--- config.mk ---
export PLATFORM = sky130hd
export DESIGN_NAME = sig_release_gate
export DESIGN_NICKNAME = d
export VERILOG_FILES = /design/src/rtl/sg_pkg.sv /design/src/rtl/sg_fifo.sv /design/src/rtl/sg_judge.sv /design/src/rtl/sg_egress.sv /design/src/rtl/sig_release_gate.sv
export SDC_FILE = /design/constraint.sdc
export NUM_CORES = 1
export LEC_CHECK = 0
export BUFFER_PORTS_ARGS = -buffer_cell sky130_fd_sc_hd__buf_2
export CORE_MARGIN = 4
export CORE_UTILIZATION = 60
export DETAILED_ROUTE_END_ITERATION = 7
export PLACE_DENSITY = 0.82
export SKIP_CTS_REPAIR_TIMING = 1
export SYNTH_ARGS = -nofsm -noshare
export SYNTH_HDL_FRONTEND = slang
export SYNTH_SLANG_ARGS = --single-unit
--- constraint.sdc ---
create_clock -name clk -period 14.1 [get_ports clk]
set_input_delay 1.41 -clock clk [delete_from_list [all_inputs] [get_ports clk]]
set_output_delay 1.41 -clock clk [all_outputs]
set_load 0.01 [all_outputs]
--- src/rtl/sg_pkg.sv ---
// Shared types for the signature-compare release gate.
// Assumes nothing beyond a 1800-2017 compiler.
package sg_pkg;
    typedef enum logic [0:0] {
        SG_RUN     = 1'b0,
        SG_RECOVER = 1'b1
    } sg_state_e;
endpackage

--- src/rtl/sg_fifo.sv ---
// In-order holding buffer for master messages.
// Assumes push is only issued when not full and pop only when not empty;
// flush empties the buffer and takes priority over push and pop.
module sg_fifo #(
    parameter int W     = 8,
    parameter int DEPTH = 4
) (
    input  logic         clk,
    input  logic         rst_n,
    input  logic         push,
    input  logic [W-1:0] din,
    input  logic         pop,
    input  logic         flush,
    output logic [W-1:0] head,
    output logic         empty,
    output logic         full,
    output logic [$clog2(DEPTH+1)-1:0] count
);
    localparam int PW = (DEPTH > 1) ? $clog2(DEPTH) : 1;
    localparam int CW = $clog2(DEPTH+1);
    localparam logic [PW-1:0] LAST = PW'(DEPTH-1);
    localparam logic [CW-1:0] CDEPTH = CW'(DEPTH);

    logic [W-1:0]  mem [DEPTH];
    logic [PW-1:0] wptr, rptr;

    function automatic logic [PW-1:0] nxt(input logic [PW-1:0] p);
        return (p == LAST) ? '0 : p + 1'b1;
    endfunction

    // Storage write on push
    always_ff @(posedge clk) begin
        if (push && !flush) mem[wptr] <= din;
    end

    // Pointer and occupancy bookkeeping
    always_ff @(posedge clk) begin
        if (!rst_n || flush) begin
            wptr  <= '0;
            rptr  <= '0;
            count <= '0;
        end else begin
            if (push) wptr <= nxt(wptr);
            if (pop)  rptr <= nxt(rptr);
            if (push && !pop)      count <= count + 1'b1;
            else if (pop && !push) count <= count - 1'b1;
        end
    end

    assign head  = mem[rptr];
    assign empty = (count == '0);
    assign full  = (count == CDEPTH);

    a_r2_no_overflow: assert property (@(posedge clk) disable iff (!rst_n)
        full |-> !push);
    a_r3_no_underflow: assert property (@(posedge clk) disable iff (!rst_n)
        empty |-> !pop);
endmodule

--- src/rtl/sg_judge.sv ---
// Decision logic: compares the slave check with the oldest message,
// issues commit or rollback, and tracks recovery until restore completes.
// Assumes chk_fire is only raised while a message is held.
module sg_judge #(
    parameter int TS_W = 16,
    parameter int FP_W = 32
) (
    input  logic            clk,
    input  logic            rst_n,
    input  logic            chk_fire,
    input  logic [TS_W-1:0] chk_ts,
    input  logic [FP_W-1:0] chk_fp,
    input  logic [TS_W-1:0] ref_ts,
    input  logic [FP_W-1:0] ref_fp,
    input  logic            rb_done,
    output logic            agree,
    output logic            disagree,
    output logic            recovering,
    output logic            commit,
    output logic            rollback
);
    import sg_pkg::*;

    sg_state_e state;
    logic      hit;

    // Both execution point and signature must coincide
    always_comb begin
        hit      = (chk_ts == ref_ts) && (chk_fp == ref_fp);
        agree    = chk_fire && hit;
        disagree = chk_fire && !hit;
    end

    // Outcome pulses and recovery state
    always_ff @(posedge clk) begin
        if (!rst_n) begin
            state    <= SG_RUN;
            commit   <= 1'b0;
            rollback <= 1'b0;
        end else begin
            commit   <= agree;
            rollback <= disagree;
            if (disagree)
                state <= SG_RECOVER;
            else if (state == SG_RECOVER && rb_done)
                state <= SG_RUN;
        end
    end

    assign recovering = (state == SG_RECOVER);

    a_r4_commit_after_check: assert property (@(posedge clk) disable iff (!rst_n)
        commit |-> $past(chk_fire));
    a_r7_outcome_exclusive: assert property (@(posedge clk) disable iff (!rst_n)
        rollback |-> !commit && recovering);
endmodule

--- src/rtl/sg_egress.sv ---
// Outbound register with valid/ready hand-off of validated payloads.
// Assumes load is only raised while the register is empty.
module sg_egress #(
    parameter int DATA_W = 32
) (
    input  logic              clk,
    input  logic              rst_n,
    input  logic              load,
    input  logic [DATA_W-1:0] din,
    input  logic              out_ready,
    output logic              out_valid,
    output logic [DATA_W-1:0] out_data
);
    // Hold payload until the network takes it
    always_ff @(posedge clk) begin
        if (!rst_n) begin
            out_valid <= 1'b0;
            out_data  <= '0;
        end else if (load) begin
            out_valid <= 1'b1;
            out_data  <= din;
        end else if (out_ready) begin
            out_valid <= 1'b0;
        end
    end

    a_r10_hold_stall: assert property (@(posedge clk) disable iff (!rst_n)
        out_valid && !out_ready |=> out_valid && $stable(out_data));
endmodule

--- src/rtl/sig_release_gate.sv ---
// Signature-compare output release gate for the checking side of a
// redundant pair. Buffers master outputs, compares each against the
// slave's timestamp and signature, releases or withholds the payload and
// drives checkpoint commit or two-sided rollback.
// Assumes the slave presents checks in execution order.
module sig_release_gate #(
    parameter int TS_W   = 16,
    parameter int FP_W   = 32,
    parameter int DATA_W = 32,
    parameter int DEPTH  = 4
) (
    input  logic              clk,
    input  logic              rst_n,
    input  logic              m_valid,
    output logic              m_ready,
    input  logic [TS_W-1:0]   m_ts,
    input  logic [FP_W-1:0]   m_fp,
    input  logic [DATA_W-1:0] m_data,
    input  logic              m_nofwd,
    input  logic              s_valid,
    output logic              s_ready,
    input  logic [TS_W-1:0]   s_ts,
    input  logic [FP_W-1:0]   s_fp,
    output logic              out_valid,
    input  logic              out_ready,
    output logic [DATA_W-1:0] out_data,
    output logic              commit,
    output logic              rollback,
    input  logic              rb_done
);
    localparam int ENT_W = 1 + TS_W + FP_W + DATA_W;
    localparam int CW    = $clog2(DEPTH+1);

    logic [ENT_W-1:0]  ent_in, ent_head;
    logic              f_empty, f_full;
    logic [CW-1:0]     f_count;
    logic              agree, disagree, recovering;
    logic              m_fire, s_fire;
    logic              h_nofwd;
    logic [TS_W-1:0]   h_ts;
    logic [FP_W-1:0]   h_fp;
    logic [DATA_W-1:0] h_data;

    // Handshake gating on both input sides
    always_comb begin
        m_ready = !f_full && !recovering;
        s_ready = !f_empty && !recovering && !out_valid;
        m_fire  = m_valid && m_ready;
        s_fire  = s_valid && s_ready;
        ent_in  = {m_nofwd, m_ts, m_fp, m_data};
        {h_nofwd, h_ts, h_fp, h_data} = ent_head;
    end

    sg_fifo #(.W(ENT_W), .DEPTH(DEPTH)) u_fifo (
        .clk(clk), .rst_n(rst_n),
        .push(m_fire), .din(ent_in),
        .pop(agree), .flush(disagree),
        .head(ent_head), .empty(f_empty), .full(f_full), .count(f_count)
    );

    sg_judge #(.TS_W(TS_W), .FP_W(FP_W)) u_judge (
        .clk(clk), .rst_n(rst_n),
        .chk_fire(s_fire), .chk_ts(s_ts), .chk_fp(s_fp),
        .ref_ts(h_ts), .ref_fp(h_fp), .rb_done(rb_done),
        .agree(agree), .disagree(disagree), .recovering(recovering),
        .commit(commit), .rollback(rollback)
    );

    sg_egress #(.DATA_W(DATA_W)) u_egress (
        .clk(clk), .rst_n(rst_n),
        .load(agree && !h_nofwd), .din(h_data),
        .out_ready(out_ready), .out_valid(out_valid), .out_data(out_data)
    );

    a_r5_release_needs_commit: assert property (@(posedge clk) disable iff (!rst_n)
        $rose(out_valid) |-> commit);
    a_r8_flush_on_rollback: assert property (@(posedge clk) disable iff (!rst_n)
        rollback |-> (f_count == '0) && !out_valid);
    a_r8_closed_in_recovery: assert property (@(posedge clk) disable iff (!rst_n)
        recovering |-> !m_ready && !s_ready);
endmodule

=== Word-level counts from Yosys, hierarchy flattened ===
Memory sizes are Yosys's and may differ from the RTL's. A register that Yosys moved wholly into a read port is not among the register bits.
Cells that the tools add are included.

* Register bits: 43
* Memory bits (writable): 324
* Input port bits: 135
* Memories kept: 1

* Add/sub/neg operators: 4
* Equality and inequality tests: 5
* Muxes and demuxes: 12
* Reduce and logical (&&, ||, !) cells: 28

{| class="wikitable"
|+ Memory list
! name !! words !! width !! read ports !! clocked after Yosys merged registers in !! wr ports !! RTL line !! source
|-
| u_fifo.mem || 4 || 81 || 1 || 1 || 1 || sg_fifo.sv:24 || <nowiki>logic [W-1:0] mem [DEPTH];</nowiki>
|}

{| class="wikitable"
|+ Operators with widths
! kind !! number
|-
| $eq 32x32->1 || 1
|-
| $eq 16x16->1 || 1
|-
| $logic_and 1x1->1 || 13
|-
| $logic_not 1->1 || 10
|-
| $mux 2 || 4
|-
| $mux 1 || 6
|-
| $mux 3 || 2
|-
| $reduce_bool 2->1 || 3
|-
| $add 2x1->2 const B || 2
|-
| $eq 2x2->1 const B || 2
|-
| $add 3x1->3 const B || 1
|-
| $eq 3x3->1 const B || 1
|-
| $logic_not 3->1 || 1
|-
| $sub 3x1->3 const B || 1
|-
| $logic_or 1x1->1 || 1
|}

=== Depth between registers and ports, before layout ===
Gate-level depths: netlist of the first run.

* Depth in word-level cells: 10
* Gate-level depth with buffers: 14
* Depth with buffers taken out: 12

=== By module ===
Synthesis of the first run repeated with hierarchy kept, for this count alone.

* Cells, all modules: 673
* Area, all modules: 14,290.0 um^2

{| class="wikitable"
|+ By module, submodules not included
! module !! instances !! cells an instance !! area an instance (um^2)
|-
| sg_fifo || 1 || 470 || 12,221.7
|-
| sg_egress || 1 || 106 || 1,277.5
|-
| sg_judge || 1 || 92 || 753.2
|-
| sig_release_gate || 1 || 5 || 37.5
|}

=== Worst setup path after synthesis of the first run ===
No wires, ideal clock.

* Path type: input -> register
* From: input s_fp[14]
* To: memory u_fifo.mem[0][0] (netlist bit), enable pin
* Setup time: 521 ps
* Arrival: 5,861 ps
* Data required time: 13,579 ps
* Slack: 7,718 ps
* Cell stages on the path: 6
* Buffers on the path: 1
* Path through: xnor2_1 -> nand4_1 -> nor4_4 -> a31oi_1 -> clkbuf_1 -> nor2_1

* Cells in the longest elaborated chain, start to end: 8

{| class="wikitable"
|+ Ends and longest elaborated chain
! element !! RTL line !! source
|-
| start: declaration || sig_release_gate.sv:23 || <nowiki>input logic [FP_W-1:0] s_fp,</nowiki>
|-
| $eq 32x32->1 || sg_judge.sv:29 || <nowiki>hit = (chk_ts == ref_ts) && (chk_fp == ref_fp);</nowiki>
|-
| $logic_and 1x1->1 || sg_judge.sv:29 ||
|-
| $logic_not 1->1 || sg_judge.sv:31 || <nowiki>disagree = chk_fire && !hit;</nowiki>
|-
| $logic_and 1x1->1 || sg_judge.sv:31 ||
|-
| $logic_not 1->1 || sg_fifo.sv:33 || <nowiki>if (push && !flush) mem[wptr] <= din;</nowiki>
|-
| $logic_and 1x1->1 || sg_fifo.sv:33 ||
|-
| $mux 1 || sg_fifo.sv:33 ||
|-
| $mux 1 (not written as such) || sg_fifo.sv:33 ||
|-
| end: declaration || sg_fifo.sv:24 ||
|}

Every way passes these cells.

==> run_results.csv, run 1 <==
group,metric,value,unit
synthesis,ys_ff_latch,369,
floorplan,start_util,0.6159,
synthesis,synth_seq_area_share,0.7532,
routing,route.met3.wl,2055,um
clock_network,clkTransAtPathRegs,60,ps
synthesis,synth_fp_nets,837,
synthesis,postSynth.asyncResetShare,0,
floorplan,io_pins,172,
clock_network,clock_sinks,369,
pwr,power.internal,2.083,mW
global_route,grt_antenna_before_repair,7,
pwr,pwr_density_cell,164.8,mW/mm2
global_route,overflow,0,
layout,design_area,0.01652,mm2
sta,grt_setup_unrepaired,"no",
pwr,pwr-share-comb,0.129,
routing,drtAntennaViolNets,0,
placement,gp_congestion,0.7611,
routing,wl_per_cell,22.98,um
sta,setup_tns,0,ps
sta,setup_viol_count_final,0,
floorplan,die_w,161.4,um
pwr,p_sw,0.6389,mW
sta,hold_viol_final,0,
sta,whs,453.1,ps
setup_path,crit_arrival,5670,ps
layout,nets,1024,
pwr,power.share.clock,0.357,
synthesis,syn_avg_cell_area,20.31,um2
sta,layout_setup_ws,8564,ps
pwr,peakVddDrop,0.1181,mV
global_route,grt_pass1_wl,43300,um
routing,drtIter0Drc,621,
layout,syn_to_final_growth,17.03,%
setup_path,slowest_stage,"buf_4",
floorplan,die_area,0.02604,mm2
placement,post_dp_cell_area,0.01529,mm2
routing,drt_wl_total,28200,um
setup_path,end_kind,"flip-flop",
setup_path,path_class,"reg -> reg",
job,max_cap_viol_count,0,
synthesis,netlist_area,0.01411,mm2
setup_path,cp-start-kind,"flip-flop",
routing,wirelength_met1,11220,um
sta,slew_headroom,0.2533,
placement,post-dp-hpwl,16910,um
layout,final_common_cell,"edfxtp_1",
clock_network,cts_tree,"built",
sta,period_share,0.3926,
clock_network,clk_latency,520,ps
setup_path,cp_common_cell,"buf_4",
pwr,seq_power_share,0.514,
routing,via_per_inst,5.772,
clock_network,h-tree-depth,2,
synthesis,synth_edf_count,324,
placement,port_buffers,171,
placement,place_ws,8526,ps
sta,finClkSkew,21.70,ps
min_path,hold_depth,2,
global_route,grt_max_degree,73,
clock_network,numCtsBuffers,37,
synthesis,yosysWarnings,0,
synthesis,ys_types,30,
routing,met2_length,14100,um
setup_path,crit_fanout,54,
routing,vias,7082,
global_route,grt_use_total,0.2185,
routing,dr.pass1.iters,4,
min_path,min_to,"u_egress.out_data[24]$_SDFFE_PN0P_",
routing,top_layer_used,"met5",
synthesis,synthCells,695,
floorplan,die_y,161.4,um
setup_path,crit_family,"buffers and inverters",
sta,slew_viol_final,0,
setup_path,ff2ff_path_depth,9,
clock_network,ctsRootBufferMaster,"clkbuf_16",
sta,worst_pin_slew,1120,ps
pwr,swShare,0.2348,
pwr,leakagePower,5.825,nW
setup_path,r2r_slack,8560,ps
global_route,grt_pass1_vias,7540,
min_path,worstHoldStart,"u_egress.out_data[24]$_SDFFE_PN0P_",
sta,fmax,180.6,MHz
sta,finalCriticalPeriod,5536,ps
routing,drc,0,
setup_path,crit_chain,"buf_4 -> mux4_2 -> xnor2_1 -> nand4_1 -> nor4_4 -> a31oi_1 -> buf_4 -> nor2_4 -> buf_4",
pwr,total_power,2.721,mW
floorplan,rows,55,
clock_network,clockBufferDepth,3,
layout,final_cell_mix,"edfxtp_1 (324), buf_2 (171), mux4_2 (81)",
synthesis,ys.flop_type,"edfxtp_1",
setup_path,required,14230,ps
setup_path,cp_slowest_stage_delay,870,ps
min_path,min_path_type,"reg -> reg",
status,status,"finished clean",
setup_path,r2r_end,"u_fifo.mem[0][13]$_DFFE_PP_",
floorplan,coreArea,0.02292,mm2
layout,drive_gt1_frac,0.3535,
layout,fill_cells,1353,
setup_path,path_buf_inv,3,
[how the worst max path moves through the flow]
stage | startpoint | endpoint | slack [ps] | cells after the start
6_report | flip-flop | u_fifo.mem[0][13]$_DFFE_PP_ | 8560 | 9
5_1_grt | flip-flop | u_fifo.mem[0][13]$_DFFE_PP_ | 8030 | 9
4_1_cts | flip-flop | u_fifo.mem[0][12]$_DFFE_PP_ | 8450 | 9
3_5_place_dp | flip-flop | u_fifo.mem[0][12]$_DFFE_PP_ | 8530 | 9
3_3_place_gp | flip-flop | u_fifo.mem[0][12]$_DFFE_PP_ | 8590 | 9
2_1_floorplan | s_fp[14] | u_fifo.mem[0][0]$_DFFE_PP_ | 7720 | 6
[worst min-delay path: cells and delay by family (launching register included)]
| family | cells | cell delay [ps] |
|---|---|---|
| multiplexers | 1 | 50 |
| AND/OR/NAND/NOR | 1 | 50 |
| flip-flops | 1 | 300 |
[state kept, by name, summed over array words and instances, names as in the netlist, named ones only]
name and count:
u_judge.rollback 1, u_fifo.rptr 2, u_fifo.wptr 2, u_egress.out_valid 1
u_egress.out_data 32, u_fifo.count 3, u_judge.recovering 1, u_fifo.mem 324
u_judge.commit 1
[per-stage QoR]
step           cells  utilization
2_1_floorplan    695            -
3_3_place_gp    1156       0.6672
3_5_place_dp    1156       0.6672
4_1_cts         1224       0.7204
5_1_grt         1225       0.7206
6_report        1227       0.7208
[layer usage]
metal  up-vias  global-route usage
met5         -                   0
met4        10             0.06592
met3        67             0.05461
met2       267              0.3563
met1      3604              0.2980
li1       3134                   -
[synth_stat cells, types with 2 or more instances]
library cell	instances	area, um2
buf_6	6	67.56
and2_1	2	12.51
mux4_2	81	1824
a21oi_1	3	15.01
edfxtp_1	324	9729
nor2_1	9	33.78
nor4_4	3	63.81
inv_1	4	15.01
buf_1	4	15.01
clkbuf_1	18	67.56
nor3_1	7	35.03
nand4_1	14	87.58
ha_1	6	75.07
nand2_1	70	262.8
xnor2_1	49	429.2
buf_4	2	15.01
xor2_1	2	17.52
dfxtp_1	45	900.9
mux2i_1	35	350.3
[cell families (layout without fill, tap and decap cells)]
| family | after synthesis | count (layout) | share of synthesized area |
|---|---|---|---|
| buffers and inverters | 36 | 252 | 0.01338 |
| multiplexers | 116 | 116 | 0.1541 |
| adder cells (fa/ha/maj) | 7 | 7 | 0.006738 |
| AO/OA/AOI/OAI | 6 | 6 | 0.002660 |
| other | 0 | 3 | 0 |
| flip-flops | 369 | 369 | 0.7532 |
| XOR/XNOR | 51 | 51 | 0.03165 |
| AND/OR/NAND/NOR | 110 | 110 | 0.03830 |
[power by group through the flow]
stage	sequential [mW]	clock [mW]	combinational (mW)
final	1.40	0.973	0.350
after CTS	1.40	0.985	0.357
after detailed placement	1.42	0	0.350
after floorplan	1.42	0	0.234
after global routing	1.41	1.04	0.381
after global placement	1.41	0	0.342
[layout make-up]
type | instances | area [um2] | share of cell area
sequential | 369 | 10640 | 0.6440
multi-input combinational | 290 | 3324 | 0.2013
clock buffer | 51 | 1061 | 0.06424
timing repair buffer | 179 | 915.9 | 0.05545
tap | 313 | 391.6 | 0.02371
clock inverter | 17 | 160.2 | 0.009696
inverter | 5 | 18.77 | 0.001136
antenna | 3 | 7.507 | 0.0004545
Power figures use the tool's default switching activity.
==> run 2: changes to the inputs <==
--- a/config.mk
+++ b/config.mk
@@ -7,9 +7,9 @@
 export LEC_CHECK = 0
 export BUFFER_PORTS_ARGS = -buffer_cell sky130_fd_sc_hd__buf_2
 export CORE_MARGIN = 4
-export CORE_UTILIZATION = 60
+export CORE_UTILIZATION = 58
 export DETAILED_ROUTE_END_ITERATION = 7
-export PLACE_DENSITY = 0.82
+export PLACE_DENSITY = 0.8
 export SKIP_CTS_REPAIR_TIMING = 1
 export SYNTH_ARGS = -nofsm -noshare
 export SYNTH_HDL_FRONTEND = slang
==> constraint.sdc (replaced) <==
create_clock -name clk -period 5.5 [get_ports clk]
set_input_delay 0.55 -clock clk [delete_from_list [all_inputs] [get_ports clk]]
set_output_delay 0.55 -clock clk [all_outputs]
set_load 0.01 [all_outputs]
==> run 2 against run 1 <==
Compared with the run above: setup slack got worse by 7000 ps; final area grew 0.31%; sequential share of layout area fell by 0.20 points; highest routed layer unchanged; critical path depth did not move; maximum frequency up 39%; total power rose to 2.5 times the previous value; core utilization shrank 2.1 points; clock-buffer cell count is the same; global-route usage fell by 1.4 points.
==> run_results.csv, run 2 (synthesis results as in run 1) <==
group,metric,value,unit
pwr,peakVddDrop,0.2966,mV
setup_path,crit_fanout,41,
clock_network,clockBufferDepth,3,
job,max_cap_viol_count,0,
pwr,pwr-share-comb,0.131,
clock_network,numCtsBuffers,37,
setup_path,end_kind,"flip-flop",
min_path,worstHoldStart,"m_fp[25]",
floorplan,io_pins,172,
sta,period_share,0.7243,
clock_network,ctsRootBufferMaster,"clkbuf_16",
setup_path,crit_arrival,4170,ps
sta,whs,249.5,ps
setup_path,crit_chain,"buf_4 -> mux4_2 -> xnor2_1 -> nand4_1 -> nor4_4 -> a31oi_1 -> buf_4 -> nor2_4 -> buf_12",
floorplan,die_area,0.02689,mm2
routing,vias,6993,
placement,post-place-cells,1169,
pwr,pwr_density_cell,414.9,mW/mm2
routing,drtAntennaViolNets,0,
layout,largest_reg_flops,324,
placement,post_dp_cell_area,0.01539,mm2
pwr,leakagePower,5.859,nW
clock_network,cts_tree,"built",
global_route,grt_max_degree,69,
setup_path,slowest_stage,"dfxtp_4",
clock_network,clock_sinks,369,
sta,finClkSkew,15.46,ps
layout,nets,1031,
placement,port_buffers,171,
pwr,seq_power_share,0.519,
layout,top_register,"u_fifo.mem",
layout,layout.cells.non_filler,1238,
layout,largestRegisters,"u_fifo.mem: 324 flops, u_egress.out_data: 32 flops, u_fifo.count: 3 flops",
sta,hold_viol_final,0,
layout,post-route-util,0.6996,
floorplan,die_y,164.0,um
setup_path,path_class,"reg -> reg",
layout,syn_to_final_growth,17.39,%
sta,slew_headroom,0.3998,
clock_network,clk_latency,520,ps
min_path,min_path_type,"in -> reg",
floorplan,coreArea,0.02368,mm2
setup_path,cp-start-kind,"flip-flop",
placement,post-dp-hpwl,16910,um
routing,via_per_inst,5.649,
sta,finalCriticalPeriod,3984,ps
sta,fmax,251.0,MHz
floorplan,start_util,0.5959,
placement,gp_congestion,0.7393,
layout,fill_cells,1527,
sta,setup_viol_count_final,0,
sta,grt_setup_unrepaired,"no",
global_route,grt_pass1_wl,41170,um
layout,drive_gt1_frac,0.3603,
routing,drtIter0Drc,490,
setup_path,cp_common_cell,"buf_4",
pwr,power.internal,5.282,mW
global_route,grt_pass1_vias,7254,
global_route,grt_use_total,0.2046,
floorplan,rows,56,
layout,final_common_cell,"edfxtp_1",
routing,wl_per_cell,21.65,um
routing,drc,0,
pwr,swShare,0.2316,
clock_network,clkTransAtPathRegs,60,ps
sta,slew_viol_final,0,
global_route,overflow,0,
sta,setup_tns,0,ps
pwr,power.share.clock,0.349,
sta,worst_pin_slew,900.4,ps
clock_network,h-tree-depth,2,
setup_path,cp_slowest_stage_delay,700,ps
routing,drt_wl_total,26800,um
setup_path,required,5690,ps
layout,final_cell_mix,"edfxtp_1 (324), buf_2 (171), mux4_2 (81)",
routing,dr.pass1.iters,6,
floorplan,die_w,164.0,um
layout,design_area,0.01657,mm2
global_route,grt_antenna_before_repair,6,
status,status,"finished clean",
pwr,p_sw,1.592,mW
## run 2: layer usage
metal,share of wire,track usage
met5,0.0025,0
met4,0.021,0.05833
met3,0.084,0.05245
met2,0.50,0.3345
met1,0.39,0.2784
## run 2: area by class of cell
type / instances / area, um2 / area share
inverters: 5 / 18.77 / 0.001133
clock inverters: 15 / 123.9 / 0.007476
flip-flops and latches: 369 / 10640 / 0.6420
well taps: 319 / 399.1 / 0.02409
repair buffers: 186 / 1006 / 0.06072
clock buffers: 51 / 1051 / 0.06343
diodes: 3 / 7.507 / 0.0004531
multi-input cells: 290 / 3324 / 0.2006
## run 2: through the flow
stage / worst slack, ps / total power, mW
after floorplan: -741.6 / 4.240
after global placement: 1501 / 4.501
after detailed placement: 1417 / 4.539
after CTS: 1385 / 6.952
after global routing: 1187 / 7.172
final: 1516 / 6.874
## run 2: critical path, delay by kind of cell, from the launching register on
family	cells	cell delay, ps
compound gates	1	140
xor+xnor	1	170
buf+inv	3	900
flops	1	700
mux	1	560
simple gates	3	1140
## run 2: path summary, 6_finish.rpt
kind,end,slack [ps],cells after the start
min reg2reg,u_egress.out_data[15]$_SDFFE_PN0P_,450,2
max,u_fifo.mem[3][6]$_DFFE_PP_,1520,9
max reg2reg,u_fifo.mem[3][6]$_DFFE_PP_,1520,9
min,u_fifo.mem[2][57]$_DFFE_PP_,250,1
## run 2: power by group through the flow
stage               clock, mW  combinational [mW]  sequential (mW)
global placement            0               0.894             3.61
finish                   2.40               0.903             3.57
floorplan                   0               0.600             3.64
detailed placement          0               0.913             3.63
global route             2.59               0.988             3.60
CTS                      2.46               0.922             3.57
